==> src/rtl/dacseq_pkg.sv <==
package dacseq_pkg;

    typedef enum logic [1:0] {
        SRC_NONE   = 2'b00,
        SRC_SERIAL = 2'b01,
        SRC_PIN    = 2'b10,
        SRC_BOTH   = 2'b11
    } step_src_e;

    function automatic int unsigned wrap_next(input int unsigned cur, input int unsigned depth);
        return (cur + 1 >= depth) ? 0 : cur + 1;
    endfunction

    function automatic step_src_e merge_src(input logic ser, input logic pin);
        return step_src_e'({pin, ser});
    endfunction

endpackage

==> src/rtl/dacseq_sync.sv <==
module dacseq_sync #(
    parameter int          W         = 1,
    parameter logic [W-1:0] RST_VAL  = '0,
    parameter logic [W-1:0] EDGE_MASK = '0
) (
    input  logic         clk,
    input  logic         rst,
    input  logic [W-1:0] async_in,
    output logic [W-1:0] sync_out
);
    logic [W-1:0] st1, st2, st3;

    always_ff @(posedge clk) begin
        if (rst) begin
            st1 <= RST_VAL;
            st2 <= RST_VAL;
            st3 <= RST_VAL;
        end else begin
            st1 <= async_in;
            st2 <= st1;
            st3 <= st2;
        end
    end

    for (genvar i = 0; i < W; i++) begin : g_bit
        if (EDGE_MASK[i]) begin : g_rise
            assign sync_out[i] = st2[i] & ~st3[i];
        end else begin : g_level
            assign sync_out[i] = st2[i];
        end
    end
endmodule

==> src/rtl/dacseq_frame.sv <==
module dacseq_frame #(
    parameter int                ADDR_W    = 8,
    parameter int                DATA_BITS = 8,
    parameter logic [ADDR_W-1:0] SEQ_ADDR  = 8'hA6,
    localparam int               FRAME     = ADDR_W + DATA_BITS,
    localparam int               CNT_W     = $clog2(FRAME + 1)
) (
    input  logic             clk,
    input  logic             rst,
    input  logic             cs_n_s,
    input  logic             sclk_rise,
    input  logic             din_s,
    output logic             seq_hit,
    output logic [CNT_W-1:0] bit_cnt
);
    logic [ADDR_W-1:0] addr_sr;

    always_ff @(posedge clk) begin
        if (rst || cs_n_s) begin
            bit_cnt <= '0;
            addr_sr <= '0;
        end else if (sclk_rise) begin
            if (bit_cnt < CNT_W'(ADDR_W))
                addr_sr <= {addr_sr[ADDR_W-2:0], din_s};
            if (bit_cnt < CNT_W'(FRAME))
                bit_cnt <= bit_cnt + 1'b1;
        end
    end

    assign seq_hit = !cs_n_s && sclk_rise &&
                     (bit_cnt == CNT_W'(FRAME - 1)) && (addr_sr == SEQ_ADDR);
endmodule

==> src/rtl/dacseq_store.sv <==
module dacseq_store #(
    parameter int  DEPTH = 16,
    parameter int  WIDTH = 12,
    localparam int PTR_W = (DEPTH > 1) ? $clog2(DEPTH) : 1
) (
    input  logic             clk,
    input  logic             rst,
    input  logic             wr_en,
    input  logic [PTR_W-1:0] wr_idx,
    input  logic [WIDTH-1:0] wr_data,
    input  logic             step,
    output logic [PTR_W-1:0] ptr,
    output logic [WIDTH-1:0] dac
);
    import dacseq_pkg::*;

    logic [WIDTH-1:0] mem [DEPTH];

    always_ff @(posedge clk) begin
        if (wr_en && (32'(wr_idx) < DEPTH))
            mem[wr_idx] <= wr_data;
    end

    always_ff @(posedge clk) begin
        if (rst) begin
            ptr <= '0;
            dac <= '0;
        end else if (step) begin
            dac <= mem[ptr];
            ptr <= PTR_W'(wrap_next(32'(ptr), DEPTH));
        end
    end
endmodule

==> src/rtl/dac_fifo_stepper.sv <==
module dac_fifo_stepper #(
    parameter int                DEPTH     = 16,
    parameter int                WIDTH     = 12,
    parameter int                ADDR_W    = 8,
    parameter int                DATA_BITS = 8,
    parameter logic [ADDR_W-1:0] SEQ_ADDR  = 8'hA6,
    localparam int               PTR_W     = (DEPTH > 1) ? $clog2(DEPTH) : 1,
    localparam int               CNT_W     = $clog2(ADDR_W + DATA_BITS + 1)
) (
    input  logic             clk,
    input  logic             rst,
    input  logic             sclk,
    input  logic             cs_n,
    input  logic             sdin,
    input  logic             ld_strobe,
    input  logic             ld_enable,
    input  logic             fill_en,
    input  logic [PTR_W-1:0] fill_idx,
    input  logic [WIDTH-1:0] fill_data,
    output logic [WIDTH-1:0] dac_word,
    output logic [PTR_W-1:0] rd_ptr
);
    import dacseq_pkg::*;

    // bit order: {strobe, data, chip select, serial clock}
    logic [3:0]       synced;
    logic             sclk_rise, cs_n_s, din_s, pin_rise;
    logic             seq_hit, pin_step, step;
    logic [CNT_W-1:0] bit_cnt;
    step_src_e        step_src;

    dacseq_sync #(
        .W        (4),
        .RST_VAL  (4'b0010),
        .EDGE_MASK(4'b1001)
    ) u_sync (
        .clk     (clk),
        .rst     (rst),
        .async_in({ld_strobe, sdin, cs_n, sclk}),
        .sync_out(synced)
    );

    assign sclk_rise = synced[0];
    assign cs_n_s    = synced[1];
    assign din_s     = synced[2];
    assign pin_rise  = synced[3];

    dacseq_frame #(
        .ADDR_W   (ADDR_W),
        .DATA_BITS(DATA_BITS),
        .SEQ_ADDR (SEQ_ADDR)
    ) u_frame (
        .clk      (clk),
        .rst      (rst),
        .cs_n_s   (cs_n_s),
        .sclk_rise(sclk_rise),
        .din_s    (din_s),
        .seq_hit  (seq_hit),
        .bit_cnt  (bit_cnt)
    );

    assign pin_step = pin_rise & ld_enable;
    assign step_src = merge_src(seq_hit, pin_step);
    assign step     = (step_src != SRC_NONE);

    dacseq_store #(
        .DEPTH(DEPTH),
        .WIDTH(WIDTH)
    ) u_store (
        .clk    (clk),
        .rst    (rst),
        .wr_en  (fill_en),
        .wr_idx (fill_idx),
        .wr_data(fill_data),
        .step   (step),
        .ptr    (rd_ptr),
        .dac    (dac_word)
    );
endmodule

==> config.mk <==
export PLATFORM = sky130hd
export DESIGN_NAME = dac_fifo_stepper
export DESIGN_NICKNAME = d
export VERILOG_FILES = /design/src/rtl/dacseq_pkg.sv /design/src/rtl/dacseq_sync.sv /design/src/rtl/dacseq_frame.sv /design/src/rtl/dacseq_store.sv /design/src/rtl/dac_fifo_stepper.sv
export SDC_FILE = /design/constraint.sdc
export NUM_CORES = 1
export LEC_CHECK = 0
export BUFFER_PORTS_ARGS = -buffer_cell sky130_fd_sc_hd__buf_2
export CORE_ASPECT_RATIO = 0.6
export CORE_MARGIN = 2
export CORE_UTILIZATION = 53
export CTS_CLUSTER_DIAMETER = 100
export CTS_CLUSTER_SIZE = 16
export DETAILED_ROUTE_END_ITERATION = 7
export PLACE_DENSITY = 0.7
export SYNTH_ARGS = -nofsm -noshare
export SYNTH_HDL_FRONTEND = slang
export SYNTH_SLANG_ARGS = --single-unit
==> constraint.sdc <==
create_clock -name clk -period 2.2 [get_ports clk]
set_input_delay 0.11 -clock clk [delete_from_list [all_inputs] [get_ports clk]]
set_output_delay 0.11 -clock clk [all_outputs]
set_load 0.005 [all_outputs]
# == Yosys cells after proc, flatten, opt, wreduce, memory -nomap -nowiden ==
# Memory sizes are Yosys's and may differ from the RTL's. A register that Yosys moved wholly into a read port is not among the register bits.
# Index checks and enable logic that the tools add are counted.
# totals
reg_bits,29
ramBits,192
mem_count,1
# classes
add_sub_neg,2
order_cmp,3
n_eq_ne,2
n_mux,3
bitwise,5
n_reduce_logical,8
# memory_table
memory,words,width,read_ports,rd_clocked_by_memory_dff,wr,line,source
u_store.mem,16,12,1,1,1,dacseq_store.sv:17,logic [WIDTH-1:0] mem [DEPTH];
# ops
operator,n
equality test 8 bit (second input constant),1
adder 4 x 1 -> 5 bit (second input constant),1
adder 5 x 1 -> 5 bit (second input constant),1
equality test 5 x 4 -> 1 bit (second input constant),1
greater-or-equal comparator 5 bit (second input constant),1
less-than comparator 5 x 4 -> 1 bit (second input constant),1
less-than comparator 5 bit (second input constant),1
two-way mux 4 bit,1
AND reduction 2 bit,2
AND 1 bit,3
logical AND 1 bit,3
two-way mux 1 bit,2
NOT 1 bit,2
nonzero test 2 bit,1
zero test 1 bit,1
logical OR 1 bit,1

# == Depth between registers and ports, before layout ==
# Gate-level depths: netlist (run 1).
# logic_depth
depth_word,6
ltp_mapped,8
ltp_nobuf,7

# == By module ==
# Synthesis (run 1) repeated with hierarchy kept, for this count alone.
# hier_totals
hier_cells,492
area_unflattened_um2,8933.6
# modules_own_cells
module,instances,cells_per_inst,area_each_um2,seq_area_each_um2
dacseq_store,1,409,8072.7,6085.8
dacseq_frame,1,58,563.0,260.2
dacseq_sync,1,24,290.3,200.2
dac_fifo_stepper,1,1,7.5,0.0

# == Worst setup path after synthesis (run 1) ==
# No wires, ideal clock.
# synth_timing
path_kind,input port to flip-flop
from,in fill_idx[2]
to,mem u_store.mem[0][0] (enable)
setup_time_ps,396
arrival_ps,1488
t_required_ps,1804
setup_slack_ps,316
cell_stages,2
n_path_buf,0
path_cell_list,or3b_2 -> nor3_1
# synth_lines
element,line,source
from (decl),dac_fifo_stepper.sv:18,"input logic [PTR_W-1:0] fill_idx,"
to (decl),dacseq_store.sv:17,
# Straight into the memory's write port.

# == Worst setup path after layout (run 1) ==
# layout_timing
from,reg u_frame.bit_cnt[0]
to,reg u_store.ptr[3]
# layout_via
elab_chain_cells,4
# layout_rtl
element,line,source
from (decl),dacseq_frame.sv:14,output logic [CNT_W-1:0] bit_cnt
from (signal assigned),dacseq_frame.sv:26,bit_cnt <= bit_cnt + 1'b1;
equality test 5 x 4 -> 1 bit,dacseq_frame.sv:31,(bit_cnt == CNT_W'(FRAME - 1)) && (addr_sr == SEQ_ADDR);
logical AND 1 bit,dacseq_frame.sv:30,assign seq_hit = !cs_n_s && sclk_rise &&
logical AND 1 bit,dacseq_frame.sv:31,
nonzero test 2 bit,dac_fifo_stepper.sv:64,assign step = (step_src != SRC_NONE);
to (signal assigned),dacseq_store.sv:30,"ptr <= PTR_W'(wrap_next(32'(ptr), DEPTH));"
to (decl),dacseq_store.sv:12,"output logic [PTR_W-1:0] ptr,"
# No other way between the ends.
# A chain may end at the register's enable or synchronous reset.

==> tab_implementation.tex, run 1 <==
\begin{tabular}{lr}
\hline
Metric & Value \\
\hline
\multicolumn{2}{l}{\textbf{Cells and area}} \\
\quad Layout fillers & between 1k and 1.5k \\
\quad Commonest non-fill, non-tap cells in the layout & sky130\_fd\_sc\_hd\_\_edfxtp\_1 (192), sky130\_fd\_sc\_hd\_\_mux2i\_1 (51), sky130\_fd\_sc\_hd\_\_buf\_2 (39), sky130\_fd\_sc\_hd\_\_buf\_4 (39), sky130\_fd\_sc\_hd\_\_dfxtp\_1 (37) \\
\quad Area overhead of the layout relative to synthesis & 14.6\% \\
\quad Antenna fix cells & 0 \\
\quad Area occupied by registers & 0.00655 sq mm \\
\quad Post-route cell area & between 0.01 and 0.015 sq mm \\
\quad Layout cell share with drive strength beyond 1 & 26.6\% \\
\quad Final std cells w/o fill & 819 \\
\quad Area of the multi-input gates & approximately 0.0022 sq mm \\
\quad Final Net Count & approximately 600 \\
\quad Leading cell type in the layout, fill and taps excluded & sky130\_fd\_sc\_hd\_\_edfxtp\_1 \\
\multicolumn{2}{l}{\textbf{Floorplanning}} \\
\quad Horizontal die dimension & roughly 170 um \\
\quad Effective utilization at floorplan & between 50\% and 60\% \\
\quad DIE AREA & 0.0178 sq mm \\
\quad Core footprint & 0.0163 sq mm \\
\quad Number of standard-cell rows in the floorplan & 36 \\
\quad Overall die height & roughly 100 um \\
\quad Top-level I/O count & 40 \\
\multicolumn{2}{l}{\textbf{Logic synthesis}} \\
\quad Avg Cell Area, Syn & between 15 and 20 sq um \\
\quad Share of synthesized flip-flops with an asynchronous set or reset & 0\% \\
\quad Number of enable-type register cells in the synthesized netlist & between 150 and 200 \\
\quad Synthesized instance count & 507 \\
\quad Top\_reg\_cell synth & sky130\_fd\_sc\_hd\_\_edfxtp\_1 \\
\quad Synth unique cells & 39 \\
\quad Synthesized flop and latch total & 231 \\
\quad Combined area of all synthesized cells & a little under 0.009 sq mm \\
\quad Proportion of synthesized chip area in sequential cells & 73.9\% \\
\quad Nets in the synthesized netlist & roughly 530 \\
\quad Yosys Warn Count & 0 \\
\multicolumn{2}{l}{\textbf{Drt}} \\
\quad Routed length per instance & about 23 um \\
\quad Remaining routing DRC violations & 0 \\
\quad First-pass DRT Iterations & 5 \\
\quad Total wirelength of the detailed-routed design & approximately 19 mm \\
\quad Post-DR vias/cell & a little under 6 \\
\quad Final antenna-violating net count & 0 \\
\quad Initial drt markers & 446 \\
\quad Vias & about 4.8k \\
\multicolumn{2}{l}{\textbf{STA}} \\
\quad Clock skew & around 0.0090 ns \\
\quad Worst path setup slack after routing & 0.125 ns \\
\quad Highest attainable clock frequency & 482 MHz \\
\quad Endpoints failing setup & 0 \\
\quad Portion of the clock cycle consumed by the worst path in the final layout & 94.3\% \\
\quad Clock period minus final worst setup slack & about 2.1 ns \\
\quad Final Max Tran Viols & 0 \\
\quad Headroom to the max-slew limit & 57.5\% \\
\quad Worst Max-Slew Pin Slew & roughly 0.64 ns \\
\quad Setup repair after global routing missed its margin & false \\
\quad Number of hold violations in the final report & 0 \\
\quad Total negative slack for setup checks & 0 ns \\
\multicolumn{2}{l}{\textbf{Global route}} \\
\quad Maximum number of pins on one net before global-route repair & 31 \\
\quad Vias in the first global route & about 4.7k \\
\quad Grt total ovfl & 0 \\
\quad Initial antenna violation count & 0 \\
\quad Global-route total usage across every layer & between 20\% and 30\% \\
\quad First-pass GRT wire length & $\sim$29 mm \\
\multicolumn{2}{l}{\textbf{Setup path}} \\
\quad Worst path arrival time & 2.46 ns \\
\quad Peak fanout along the critical path & 30 \\
\quad Endpoint type of the worst setup path & flip-flop \\
\quad Endpoint required time on the critical path & approximately 2.6 ns \\
\quad Worst reg2reg path depth & 8 \\
\quad Capturing point of the worst reg2reg path & u\_store.ptr[3] \\
\quad Type of origin of the critical path & flip-flop \\
\quad Launch instance of the worst register-to-register path & u\_frame.bit\_cnt[0] \\
\quad Setup slack of the most critical reg-to-reg path & 0.13 ns \\
\quad CP Class & flip-flop to flip-flop \\
\multicolumn{2}{l}{\textbf{Min path}} \\
\quad Cell count of the worst hold path & 1 \\
\quad Min-Delay Path Class & primary input to flip-flop \\
\quad Startpoint of the tightest hold check path & fill\_data[9] \\
\quad Worst-case hold path end point & u\_store.mem[12][9] \\
\multicolumn{2}{l}{\textbf{Power and ir drop}} \\
\quad Power density of the placed cells & between 800 and 900 mW/mm\^{}2 \\
\quad Static power due to leakage & $\sim$3.2 nW \\
\quad Maximum VDD drop & between 0.5 and 0.6 mV \\
\multicolumn{2}{l}{\textbf{Clocking}} \\
\quad Root Driver & sky130\_fd\_sc\_hd\_\_clkbuf\_16 \\
\quad Inserted Clock Buffers & 18 \\
\quad Clk sinks & $\sim$230 \\
\quad Number of post-CTS setup repair buffers & 0 \\
\quad Worst-path clk slew & around 0.070 ns \\
\quad CTS tree & done \\
\quad Later-pin clock latency in the skew report & 0.49 ns \\
\quad Number of buffers on the longest clock path & 3 \\
\quad \# resized after CTS & 0 \\
\quad H-tree level count & 1 \\
\quad Number of hold-repair buffers added at the cts stage & 4 \\
\multicolumn{2}{l}{\textbf{Place}} \\
\quad Number of placed instances, taps included & 789 \\
\quad RePlAce Congestion & a little under 0.8 \\
\quad DPL Wire Length & about 12 mm \\
\quad Area of placed instances & around 0.0096 sq mm \\
\quad IO buf count & 39 \\
\quad Worst Setup Slack post-DPL & around 0.14 ns \\
\multicolumn{2}{l}{\textbf{Flow run}} \\
\quad Count of maximum capacitance violations & 0 \\
\multicolumn{2}{l}{\textbf{Run status}} \\
\quad Outcome & completed \\
\hline
\end{tabular}
## routing by layer
layer	global-route usage (%)	up-vias	wire [um]
met5	0	-	0
met4	3.45	0	214
met3	5.59	17	1680
met2	29.9	187	7790
met1	35.7	2429	9070
li1	-	2146	-
## cell usage after synthesis (6+ instances only)
cell type / count / area (sq um)
sky130_fd_sc_hd__a211oi_1: 11 / 82.6
sky130_fd_sc_hd__a21oi_1: 10 / 50.1
sky130_fd_sc_hd__a311oi_2: 12 / 180
sky130_fd_sc_hd__buf_2: 6 / 30.0
sky130_fd_sc_hd__clkbuf_1: 15 / 56.3
sky130_fd_sc_hd__dfxtp_1: 39 / 781
sky130_fd_sc_hd__edfxtp_1: 192 / 5770
sky130_fd_sc_hd__mux2i_1: 51 / 510
sky130_fd_sc_hd__mux4_2: 24 / 541
sky130_fd_sc_hd__nand2_1: 31 / 116
sky130_fd_sc_hd__nor2_1: 29 / 109
sky130_fd_sc_hd__nor2b_1: 10 / 62.6
sky130_fd_sc_hd__o22ai_1: 24 / 150
## report_power, final
group          switching (mW)  internal, mW
combinational           0.175         0.112
clock                    1.42          1.58
sequential             0.0280          4.82
total                    1.62          6.51
## kinds of logic (layout without fill, tap and decap cells)
group | Yosys count | after routing | synth area share [%]
flip-flops | 231 | 231 | 73.9
AND/OR/NAND/NOR | 102 | 102 | 5.75
multiplexers | 75 | 75 | 11.9
AO/OA/AOI/OAI | 63 | 63 | 5.92
buffers and inverters | 30 | 114 | 1.82
adder cells (fa/ha/maj) | 3 | 3 | 0.424
XOR/XNOR | 3 | 3 | 0.297
## worst max-delay path, cell delays in order (launching register included)
cell and delay (ns):
sky130_fd_sc_hd__dfxtp_1 0.37, sky130_fd_sc_hd__ha_1 0.19, sky130_fd_sc_hd__and3_1 0.17, sky130_fd_sc_hd__ha_1 0.14
sky130_fd_sc_hd__nand4b_1 0.15, sky130_fd_sc_hd__o31ai_4 0.29, sky130_fd_sc_hd__buf_12 0.24, sky130_fd_sc_hd__a41oi_1 0.14
sky130_fd_sc_hd__a311oi_1 0.28
## stage by stage
| step | hold slack (ns) | util, % | power, mW |
|---|---|---|---|
| 2_1_floorplan | 0.209 | - | 5.08 |
| 3_3_place_gp | 0.312 | 58.9 | 5.21 |
| 3_5_place_dp | 0.316 | 58.9 | 5.23 |
| 4_1_cts | 0.00228 | 62.2 | 8.20 |
| 5_1_grt | 0.0176 | 62.2 | 8.40 |
| 6_report | 0.0151 | 62.2 | 8.13 |
## registers in the layout, indices dropped and copies added (netlist names)
register,flops
u_store.dac,12
u_store.ptr,4
u_frame.bit_cnt,5
u_frame.addr_sr,8
u_store.mem,192
u_sync.st3,2
u_sync.st2,4
u_sync.st1,4
## area by class of cell
class / instances / area share, %
clock buffers: 25 / 4.91
flip-flops and latches: 231 / 64.6
multi-input cells: 246 / 21.4
well taps: 228 / 2.81
repair buffers: 87 / 6.19
clock inverters: 1 / 0.111
inverters: 1 / 0.0370
## worst max-delay path by stage
| stage | startpoint | endpoint | depth (start not counted) |
|---|---|---|---|
| 2_1_floorplan | fill_idx[2] | u_store.mem[0][0] | 2 |
| 3_3_place_gp | u_store.ptr[0] | u_store.dac[2] | 7 |
| 3_5_place_dp | u_frame.bit_cnt[0] | u_store.ptr[3] | 8 |
| 4_1_cts | u_frame.bit_cnt[0] | u_store.ptr[3] | 8 |
| 5_1_grt | u_frame.bit_cnt[0] | u_store.ptr[3] | 8 |
| 6_report | u_frame.bit_cnt[0] | u_store.ptr[3] | 8 |
(Power assumes the default switching activity.)
==> run 2, diff against run 1 <==
==> constraint.sdc (replaced) <==
create_clock -name clk -period 2.3 [get_ports clk]
set_input_delay 0.115 -clock clk [delete_from_list [all_inputs] [get_ports clk]]
set_output_delay 0.115 -clock clk [all_outputs]
set_load 0.005 [all_outputs]
==> tab_implementation.tex, run 2 (synthesis gave the netlist of run 1 again) <==
\begin{tabular}{lr}
\hline
Metric & Value \\
\hline
\multicolumn{2}{l}{\textbf{Cells and area}} \\
\quad Final Net Count & between 600 and 700 \\
\quad Layout cell share with drive strength beyond 1 & between 20 and 30\% \\
\quad Most flop-heavy register & u\_store.mem \\
\quad Flip-flop count of the largest register after layout & roughly 190 \\
\quad Layout fillers & approximately 1.2k \\
\quad Area occupied by registers & about 0.0066 sq mm \\
\quad Final core utilization & around 62\% \\
\quad Post-route cell area & 0.0101 sq mm \\
\quad Leading cell type in the layout, fill and taps excluded & sky130\_fd\_sc\_hd\_\_edfxtp\_1 \\
\quad Antenna fix cells & 0 \\
\quad Area overhead of the layout relative to synthesis & 14.1\% \\
\quad Commonest non-fill, non-tap cells in the layout & sky130\_fd\_sc\_hd\_\_edfxtp\_1 (192), sky130\_fd\_sc\_hd\_\_mux2i\_1 (51), sky130\_fd\_sc\_hd\_\_buf\_2 (39) \\
\quad Regs by FF count & u\_store.mem (192), u\_store.dac (12), u\_frame.addr\_sr (8) \\
\quad Area of the multi-input gates & 0.00217 sq mm \\
\multicolumn{2}{l}{\textbf{Power and ir drop}} \\
\quad Internal Power & around 6.3 mW \\
\quad Post-layout total power & $\sim$7.8 mW \\
\quad Power density of the placed cells & 776 mW/mm\^{}2 \\
\quad Fraction of power consumed by the clock network & 37.4\% \\
\quad Static power due to leakage & approximately 3.2 nW \\
\quad Switching share of power & between 20\% and 30\% \\
\quad Combinational Power Share & under 10\% \\
\quad Reg power frac & between 50\% and 60\% \\
\quad Switching power & between 1.5 and 2 mW \\
\quad Maximum VDD drop & around 0.42 mV \\
\multicolumn{2}{l}{\textbf{Clocking}} \\
\quad Inserted Clock Buffers & 18 \\
\quad CTS tree & done \\
\quad Later-pin clock latency in the skew report & slightly below 0.5 ns \\
\quad Number of buffers on the longest clock path & 3 \\
\quad Root Driver & sky130\_fd\_sc\_hd\_\_clkbuf\_16 \\
\quad Clk sinks & approximately 230 \\
\quad H-tree level count & 1 \\
\quad Worst-path clk slew & around 0.07 ns \\
\quad Number of post-CTS setup repair buffers & 0 \\
\multicolumn{2}{l}{\textbf{Global route}} \\
\quad Initial antenna violation count & 0 \\
\quad Grt total ovfl & 0 \\
\quad Vias in the first global route & between 4k and 5k \\
\quad Maximum number of pins on one net before global-route repair & 35 \\
\quad Global-route total usage across every layer & a little over a fifth \\
\quad First-pass GRT wire length & 28.2 mm \\
\multicolumn{2}{l}{\textbf{STA}} \\
\quad Portion of the clock cycle consumed by the worst path in the final layout & 89.0\% \\
\quad Highest attainable clock frequency & 489 MHz \\
\quad Setup repair after global routing missed its margin & false \\
\quad Number of hold violations in the final report & 0 \\
\quad Endpoints failing setup & 0 \\
\quad Clock skew & around 0.01 ns \\
\quad Worst Max-Slew Pin Slew & $\sim$0.63 ns \\
\quad Headroom to the max-slew limit & a little under 60\% \\
\quad Clock period minus final worst setup slack & $\sim$2 ns \\
\quad Worst path setup slack after routing & between 0.2 and 0.3 ns \\
\quad Final Max Tran Viols & 0 \\
\quad Total negative slack for setup checks & 0 ns \\
\multicolumn{2}{l}{\textbf{Drt}} \\
\quad Vias & $\sim$4.8k \\
\quad Initial drt markers & about 700 \\
\quad Routed length per instance & around 23 um \\
\quad Final antenna-violating net count & 0 \\
\quad First-pass DRT Iterations & 5 \\
\quad Remaining routing DRC violations & 0 \\
\quad Total wirelength of the detailed-routed design & 18.9 mm \\
\quad Post-DR vias/cell & 5.84 \\
\multicolumn{2}{l}{\textbf{Setup path}} \\
\quad Worst-path cell chain & ha\_1 -> and3\_1 -> ha\_1 -> nand4b\_1 -> o31ai\_4 -> buf\_12 -> a41oi\_1 -> a311oi\_1 \\
\quad Worst reg2reg path depth & 8 \\
\quad Delay of the slowest cell on the worst path & between 0.3 and 0.4 ns \\
\quad CP Class & flip-flop to flip-flop \\
\quad Endpoint type of the worst setup path & flip-flop \\
\quad Slowest-stage cell, CP & sky130\_fd\_sc\_hd\_\_dfxtp\_1 \\
\quad Library cell appearing most often on the critical path & sky130\_fd\_sc\_hd\_\_ha\_1 \\
\quad Peak fanout along the critical path & 30 \\
\quad Endpoint required time on the critical path & approximately 2.7 ns \\
\quad Type of origin of the critical path & flip-flop \\
\quad Worst path arrival time & 2.44 ns \\
\multicolumn{2}{l}{\textbf{Place}} \\
\quad Worst Setup Slack post-DPL & 0.286 ns \\
\quad IO buf count & 39 \\
\quad RePlAce Congestion & 0.838 \\
\quad Area of placed instances & approximately 0.0095 sq mm \\
\quad DPL Wire Length & 12.5 mm \\
\multicolumn{2}{l}{\textbf{Floorplanning}} \\
\quad Effective utilization at floorplan & between 50\% and 60\% \\
\quad Horizontal die dimension & between 150 and 200 um \\
\quad Top-level I/O count & 40 \\
\quad Core footprint & $\sim$0.016 sq mm \\
\quad Overall die height & between 100 and 150 um \\
\quad DIE AREA & $\sim$0.018 sq mm \\
\quad Number of standard-cell rows in the floorplan & 36 \\
\multicolumn{2}{l}{\textbf{Flow run}} \\
\quad Count of maximum capacitance violations & 0 \\
\multicolumn{2}{l}{\textbf{Min path}} \\
\quad Min-Delay Path Class & primary input to flip-flop \\
\quad Cell count of the worst hold path & 1 \\
\multicolumn{2}{l}{\textbf{Run status}} \\
\quad Outcome & completed \\
\hline
\end{tabular}
[run 2: changes by cell type in the layout (fill, tap and decap cells not counted)]
cell	delta
sky130_fd_sc_hd__clkbuf_1	+6
sky130_fd_sc_hd__buf_4	-8
[run 2: cell type report]
cell class	count	area share, %
sequential	231	64.8
multi-input combinational	246	21.5
timing repair buffer	79	5.62
clock buffer	31	5.15
tap	228	2.82
clock inverter	1	0.111
inverter	1	0.0371
[run 2: what timing repair did]
action	CTS	global route
hold buffers	4	0
resized for setup	0	0
hold endpoints to repair	4	0
[run 2: power groups by stage]
| stage | Clock [mW] | Combinational, mW | Sequential, mW |
|---|---|---|---|
| after CTS | 2.98 | 0.275 | 4.64 |
| after detailed placement | 0 | 0.268 | 4.73 |
| final | 2.93 | 0.273 | 4.64 |
| after global placement | 0 | 0.260 | 4.73 |
| after floorplan | 0 | 0.140 | 4.72 |
| after global routing | 3.16 | 0.298 | 4.65 |
[run 2: stage by stage]
stage	hold WS [ns]	std cells
finish	0.0222	817
global route	0.0265	817
CTS	0.0114	817
detailed placement	0.318	781
global placement	0.314	781
floorplan	0.214	507
[run 2: worst paths after layout]
kind	startpoint	slack (ns)	to
hold reg to reg	u_sync.st1[1]	0.42	u_sync.st2[1]
setup / recovery	u_frame.bit_cnt[0]	0.25	u_store.ptr[3]
setup reg to reg	u_frame.bit_cnt[0]	0.25	u_store.ptr[3]
hold / removal	fill_data[9]	0.02	u_store.mem[14][9]
[run 2: routing by layer]
metal | wire [um] | vias to the layer above | track usage (%) | part of all wire [%]
li1 | - | 2132 | - | -
met1 | 9350 | 2407 | 37.1 | 50
met2 | 7360 | 204 | 27.7 | 39
met3 | 1870 | 28 | 5.63 | 9.9
met4 | 279 | 0 | 3.51 | 1.5
met5 | 0 | - | 0 | 0
[run 2: critical path, delay by kind of cell (launching register included)]
kind / cells / cell delay, ns
compound gates: 3 / 0.69
buf+inv: 1 / 0.24
simple gates: 2 / 0.31
fa+ha+maj: 2 / 0.33
flops: 1 / 0.37
